### config.mk
export PLATFORM = sky130hd
export DESIGN_NAME = sr_sleep_seq
export DESIGN_NICKNAME = d
export VERILOG_FILES = /design/src/rtl/sr_pkg.sv /design/src/rtl/sr_timer.sv /design/src/rtl/sr_cbr_engine.sv /design/src/rtl/sr_sleep_seq.sv
export SDC_FILE = /design/constraint.sdc
export NUM_CORES = 1
export LEC_CHECK = 0
export ABC_AREA = 1
export BUFFER_PORTS_ARGS = -buffer_cell sky130_fd_sc_hd__buf_2
export CAP_MARGIN = 5
export CORE_UTILIZATION = 50
export CTS_BUF_LIST = sky130_fd_sc_hd__clkbuf_4 sky130_fd_sc_hd__clkbuf_8
export CTS_CLUSTER_DIAMETER = 150
export DETAILED_ROUTE_END_ITERATION = 6
export PLACE_DENSITY = 0.79
export SYNTH_ARGS = -nofsm -noshare
export SYNTH_HDL_FRONTEND = slang
export SYNTH_SLANG_ARGS = --single-unit
### constraint.sdc
create_clock -name clk -period 1.6 [get_ports clk]
set_input_delay 0.48 -clock clk [delete_from_list [all_inputs] [get_ports clk]]
set_output_delay 0.48 -clock clk [all_outputs]
set_load 0.02 [all_outputs]
### src/rtl/sr_pkg.sv
// Shared types for the self-refresh sleep sequencer.
package sr_pkg;
    // Top-level sequence state.
    typedef enum logic [2:0] {
        ST_IDLE,
        ST_PRE_BURST,
        ST_ENTER,
        ST_HOLD,
        ST_EXIT_PRE,
        ST_POST_REF
    } sr_state_t;

    // Phase inside one CBR refresh.
    typedef enum logic [1:0] {
        CB_IDLE,
        CB_CAS_LEAD,
        CB_BOTH_LOW,
        CB_PRECHG
    } cbr_phase_t;
endpackage

### src/rtl/sr_timer.sv
// Down-counter used for every fixed duration in the sequencer.
// Assumes: load takes priority; the count stops at zero; zero is flagged combinationally.
module sr_timer #(
    parameter int W = 8
) (
    input  logic         clk,
    input  logic         rst_n,
    input  logic         load,
    input  logic [W-1:0] value,
    output logic         zero
);
    logic [W-1:0] cnt;

    // Load a new duration or count down towards zero.
    always_ff @(posedge clk) begin
        if (!rst_n)          cnt <= '0;
        else if (load)       cnt <= value;
        else if (cnt != '0)  cnt <= cnt - 1'b1;
    end

    assign zero = (cnt == '0);
endmodule

### src/rtl/sr_cbr_engine.sv
// Issues a run of CBR refresh cycles on the strobes.
// Each refresh: CAS low alone, then both low, then both high (precharge).
// Assumes: start is only raised while the engine is idle; num is the refresh count minus one.
// done is high in the last precharge cycle of the last refresh.
module sr_cbr_engine
    import sr_pkg::*;
#(
    parameter int ROWS    = 1024,
    parameter int CSR_CYC = 1,
    parameter int RAS_CYC = 5,
    parameter int RP_CYC  = 3,
    localparam int RW     = (ROWS > 1) ? $clog2(ROWS) : 1,
    localparam int MAXD   = (CSR_CYC > RAS_CYC) ? ((CSR_CYC > RP_CYC) ? CSR_CYC : RP_CYC)
                                                : ((RAS_CYC > RP_CYC) ? RAS_CYC : RP_CYC),
    localparam int TW     = $clog2(MAXD + 1)
) (
    input  logic          clk,
    input  logic          rst_n,
    input  logic          start,
    input  logic [RW-1:0] num,
    output logic          ras_n,
    output logic          cas_n,
    output logic          done
);
    cbr_phase_t    phase, phase_nx;
    logic [RW-1:0] left;
    logic          t_load, t_zero;
    logic [TW-1:0] t_val;

    sr_timer #(.W(TW)) u_tmr (
        .clk(clk), .rst_n(rst_n), .load(t_load), .value(t_val), .zero(t_zero)
    );

    // Phase sequencing and timer loads for one refresh.
    always_comb begin
        phase_nx = phase;
        t_load   = 1'b0;
        t_val    = '0;
        done     = 1'b0;
        unique case (phase)
            CB_IDLE: if (start) begin
                phase_nx = CB_CAS_LEAD; t_load = 1'b1; t_val = TW'(CSR_CYC - 1);
            end
            CB_CAS_LEAD: if (t_zero) begin
                phase_nx = CB_BOTH_LOW; t_load = 1'b1; t_val = TW'(RAS_CYC - 1);
            end
            CB_BOTH_LOW: if (t_zero) begin
                phase_nx = CB_PRECHG; t_load = 1'b1; t_val = TW'(RP_CYC - 1);
            end
            CB_PRECHG: if (t_zero) begin
                if (left == '0) begin
                    phase_nx = CB_IDLE; done = 1'b1;
                end else begin
                    phase_nx = CB_CAS_LEAD; t_load = 1'b1; t_val = TW'(CSR_CYC - 1);
                end
            end
            default: phase_nx = CB_IDLE;
        endcase
    end

    // Phase register and remaining-refresh count.
    always_ff @(posedge clk) begin
        if (!rst_n) begin
            phase <= CB_IDLE;
            left  <= '0;
        end else begin
            phase <= phase_nx;
            if (phase == CB_IDLE && start)                     left <= num;
            else if (phase == CB_PRECHG && t_zero && left != '0) left <= left - 1'b1;
        end
    end

    assign cas_n = !(phase == CB_CAS_LEAD || phase == CB_BOTH_LOW);
    assign ras_n = !(phase == CB_BOTH_LOW);
endmodule

### src/rtl/sr_sleep_seq.sv
// Self-refresh sleep sequencer: enters DRAM self-refresh on a sleep request and
// restores normal refresh on wake, with refresh work chosen by burst_mode.
// Assumes: one clock domain; durations given in clock cycles; all parameters >= 1.
module sr_sleep_seq
    import sr_pkg::*;
#(
    parameter int ROWS       = 1024,
    parameter int CSR_CYC    = 1,
    parameter int RAS_CYC    = 5,
    parameter int RP_CYC     = 3,
    parameter int SR_MIN_CYC = 10000,
    parameter int XRP_CYC    = 10,
    localparam int RW        = (ROWS > 1) ? $clog2(ROWS) : 1,
    localparam int MAXD      = (SR_MIN_CYC > XRP_CYC) ? ((SR_MIN_CYC > CSR_CYC) ? SR_MIN_CYC : CSR_CYC)
                                                      : ((XRP_CYC > CSR_CYC) ? XRP_CYC : CSR_CYC),
    localparam int TW        = $clog2(MAXD + 1)
) (
    input  logic clk,
    input  logic rst_n,
    input  logic sleep_req,
    input  logic wake_req,
    input  logic burst_mode,
    output logic ras_n,
    output logic cas_n,
    output logic we_n,
    output logic asleep,
    output logic awake,
    output logic ref_restart
);
    sr_state_t     st, st_nx;
    logic          burst_q, wake_pend;
    logic          t_load, t_zero;
    logic [TW-1:0] t_val;
    logic          eng_start, eng_done, eng_ras_n, eng_cas_n;
    logic [RW-1:0] eng_num;
    logic          leave_hold;

    sr_timer #(.W(TW)) u_tmr (
        .clk(clk), .rst_n(rst_n), .load(t_load), .value(t_val), .zero(t_zero)
    );

    sr_cbr_engine #(
        .ROWS(ROWS), .CSR_CYC(CSR_CYC), .RAS_CYC(RAS_CYC), .RP_CYC(RP_CYC)
    ) u_cbr (
        .clk(clk), .rst_n(rst_n), .start(eng_start), .num(eng_num),
        .ras_n(eng_ras_n), .cas_n(eng_cas_n), .done(eng_done)
    );

    assign leave_hold = (st == ST_HOLD) && t_zero && (wake_pend || wake_req);

    // Refresh bursts: full set before entry in burst mode; one or a full set after exit.
    assign eng_start = (st == ST_IDLE && sleep_req && burst_mode) ||
                       (st == ST_EXIT_PRE && t_zero);
    assign eng_num   = (st == ST_IDLE || burst_q) ? RW'(ROWS - 1) : '0;

    // Next-state and duration selection.
    always_comb begin
        st_nx  = st;
        t_load = 1'b0;
        t_val  = '0;
        unique case (st)
            ST_IDLE: if (sleep_req) begin
                if (burst_mode) st_nx = ST_PRE_BURST;
                else begin
                    st_nx = ST_ENTER; t_load = 1'b1; t_val = TW'(CSR_CYC - 1);
                end
            end
            ST_PRE_BURST: if (eng_done) begin
                st_nx = ST_ENTER; t_load = 1'b1; t_val = TW'(CSR_CYC - 1);
            end
            ST_ENTER: if (t_zero) begin
                st_nx = ST_HOLD; t_load = 1'b1; t_val = TW'(SR_MIN_CYC - 1);
            end
            ST_HOLD: if (leave_hold) begin
                st_nx = ST_EXIT_PRE; t_load = 1'b1; t_val = TW'(XRP_CYC - 1);
            end
            ST_EXIT_PRE: if (t_zero) st_nx = ST_POST_REF;
            ST_POST_REF: if (eng_done) st_nx = ST_IDLE;
            default:     st_nx = ST_IDLE;
        endcase
    end

    // State, latched mode, pending wake and restart pulse.
    always_ff @(posedge clk) begin
        if (!rst_n) begin
            st          <= ST_IDLE;
            burst_q     <= 1'b0;
            wake_pend   <= 1'b0;
            ref_restart <= 1'b0;
        end else begin
            st          <= st_nx;
            ref_restart <= (st == ST_POST_REF) && eng_done;
            if (st == ST_IDLE && sleep_req) burst_q <= burst_mode;
            if (st == ST_IDLE || leave_hold) wake_pend <= 1'b0;
            else if (wake_req)               wake_pend <= 1'b1;
        end
    end

    // Strobe selection: the engine owns the pins during refresh bursts.
    always_comb begin
        if (st == ST_PRE_BURST || st == ST_POST_REF) begin
            ras_n = eng_ras_n;
            cas_n = eng_cas_n;
        end else begin
            ras_n = (st != ST_HOLD);
            cas_n = !(st == ST_ENTER || st == ST_HOLD);
        end
    end

    assign we_n   = 1'b1;
    assign asleep = (st == ST_HOLD);
    assign awake  = (st == ST_IDLE);
endmodule

==> results.sh <==
export IMPL_drive_gt1_share_pct=43.2
export IMPL_setup_viol=24
export IMPL_htree_num_levels=2
export IMPL_final_util_pct=72.6
export IMPL_syn_nets=352
export IMPL_ys_top_cells_by_area="dfxtp_1, nor2_1, nand2_1"
export IMPL_cts_sinks=35
export IMPL_cts_tree="built"
export IMPL_grt_max_degree=21
export IMPL_wl_per_cell_um=15.1
export IMPL_max_freq_mhz=571
export IMPL_yosys_area_top_type="dfxtp_1"
export IMPL_gp_congestion=0.897
export IMPL_crit_arrival_ns=1.27
export IMPL_post_route_min_period_ns=1.75
export IMPL_drc=0
export IMPL_crit_type="reg2out"
export IMPL_place_ws_ns=-0.139
export IMPL_crit_fanout=3
export IMPL_gr_total_overflow=0
export IMPL_worst_slack_ns=-0.152
export IMPL_status="finished with violations"
export IMPL_endpoint_kind="output port"
export IMPL_layout_nets=417
export IMPL_vias=2538
export IMPL_ant_nets=0
export IMPL_dp_final_hpwl_um=3940
export IMPL_skew_ns=0.0147
export IMPL_yosys_warnings=0
export IMPL_die_w_um=69.5
export IMPL_violations="setup timing"
export IMPL_diodes=0
export IMPL_async_flop_share_pct=0
export IMPL_pin_count=11
export IMPL_fp_dieH_um=69.5
export IMPL_slew_viol_final=0
export IMPL_vias_per_cell=5.58
export IMPL_first_global_vias=2287
export IMPL_tns_ns=-1.06
export IMPL_portBuffers=9
export IMPL_wl_um=6860
export IMPL_cts_buffer_depth=2
export IMPL_hold_viol=0
export IMPL_finalCritPeriodShare_pct=109
export IMPL_fin_cells=455
export IMPL_initial_core_util_pct=52.3
export IMPL_firstDrtPassIters=5
export IMPL_synth_area_mm2=0.00228
export IMPL_cts_root_buf="clkbuf_8"
export IMPL_synth_cells=338
export IMPL_start_kind="register"
export IMPL_max_cap_violations=0
export IMPL_design_core_area_mm2=0.00435
export IMPL_gr_usage_all_layers_pct=26.1
export IMPL_maxSlewHeadroom_pct=61.7
export IMPL_rsz0062_at_grt="yes"
export IMPL_clkLatencyLatePin_ns=0.30
export IMPL_crit_required_ns=1.12
export IMPL_postSynthAreaPerCell_um2=6.74
export IMPL_antenna_found_initial=0
export IMPL_synth_top_cell_area_share_pct=30.8
export IMPL_ys_top_cells_by_count="nor2_1, nand2_1, inv_1"
export IMPL_synth_edf_count=0
export IMPL_die_area_mm2=0.00483
export IMPL_synthToLayoutAreaGrowth_pct=38.7
export IMPL_clk_pin_slew_ns=0.08
export IMPL_yosysMostFrequentCell="nor2_1"
export IMPL_hold_path_class="reg2reg"
export IMPL_rows=24
export IMPL_initialDrtViolationCount=176
export IMPL_synth_ff_type="dfxtp_1"
export IMPL_dp_cells=429
export IMPL_yosysUniqueCellTypes=33
export IMPL_cts_hold_buffers_added=0
export IMPL_ys_ff_latch=35
export IMPL_seq_area_frac_synth_pct=30.8
export IMPL_grt_pass1_wl_um=10000
export IMPL_numCtsBuffers=5
export IMPL_worst_slew_pin_slew_ns=0.574
[kinds of logic (layout without fill, tap and decap cells)]
kind of cell    Yosys count  in the layout  synth area share (%)
xor+xnor                 18             18                  6.92
compound gates           36             36                  9.34
fa+ha+maj                 9              9                  4.95
flops                    35             35                  30.8
buf+inv                  52            116                  9.72
other cells               1              1                 0.165
simple gates            187            188                  38.1
[what timing repair did]
| item | CTS | global route |
|---|---|---|
| gates resized for setup | 35 | 68 |
| endpoints found under the setup margin | 26 | 35 |
| cloned | 0 | 1 |
| buffers inserted | 11 | 7 |
| pin swaps | 14 | 26 |
[per-layer routing]
| metal | up-vias | track usage [%] | wire length (µm) |
|---|---|---|---|
| met5 | - | 0 | 0 |
| met4 | 0 | 11.6 | 362 |
| met3 | 40 | 4.80 | 287 |
| met2 | 96 | 46.8 | 3550 |
| met1 | 1202 | 29.9 | 2670 |
| li1 | 1200 | - | - |
[placed cells by master, fill, tap and decap left out, drive strengths merged]
cell | netlist | final
a211oi | 2 | 2
a21oi | 8 | 8
a22oi | 2 | 2
a31o | 1 | 1
buf | 5 | 63
clkbuf | 1 | 6
clkinv | 0 | 1
conb | 1 | 1
dfxtp | 35 | 35
ha | 9 | 9
inv | 46 | 46
nand2 | 72 | 73
nand3 | 19 | 19
nand4 | 8 | 8
nor2 | 80 | 80
nor3 | 4 | 4
nor4 | 4 | 4
o2111ai | 1 | 1
o211ai | 3 | 3
o21ai | 18 | 18
o31ai | 1 | 1
xnor2 | 10 | 10
xor2 | 8 | 8
[path summary, 6_finish.rpt]
| path | from | end | slack, ns | depth (start not counted) |
|---|---|---|---|---|
| worst max-delay path | u_cbr.phase[1] | cas_n | -0.15 | 4 |
| worst min register to register | burst_q | burst_q | 0.49 | 2 |
| worst max register to register | u_tmr.cnt[1] | u_tmr.cnt[0] | -0.07 | 11 |
| worst min-delay path | burst_q | burst_q | 0.49 | 2 |
[flip-flops by register name, summed over array words and instances (netlist names)]
name             count
st                   3
ref_restart          1
u_cbr.phase          2
u_cbr.u_tmr.cnt      3
burst_q              1
u_tmr.cnt           14
wake_pend            1
u_cbr.left          10
[layout make-up]
| cell class | instances | area (µm²) |
|---|---|---|
| Clock buffer | 6 | 82.6 |
| Inverter | 46 | 188 |
| Clock inverter | 1 | 5.00 |
| Timing Repair Buffer | 63 | 475 |
| Tap cell | 52 | 65.1 |
| Fill cell | 305 | 1190 |
| Sequential cell | 35 | 718 |
| Multi-Input combinational cell | 252 | 1630 |
[per-stage QoR]
stage | hold slack, ns | cell area (µm²)
2_1_floorplan | 0.444 | 2280
4_1_cts | 0.479 | 2880
3_3_place_gp | 0.460 | 2620
6_report | 0.489 | 3160
5_1_grt | 0.526 | 3160
3_5_place_dp | 0.465 | 2620
[worst max-delay path, cell delays in order, from the launching register on]
cell	delay, ns
dfxtp_2	0.36
inv_2	0.06
ha_4	0.24
a21oi_2	0.15
buf_4	0.16
Power is left out: the tool's default activity adds up to more than one toggle a clock period on the data nets, which glitch-free logic cannot reach.
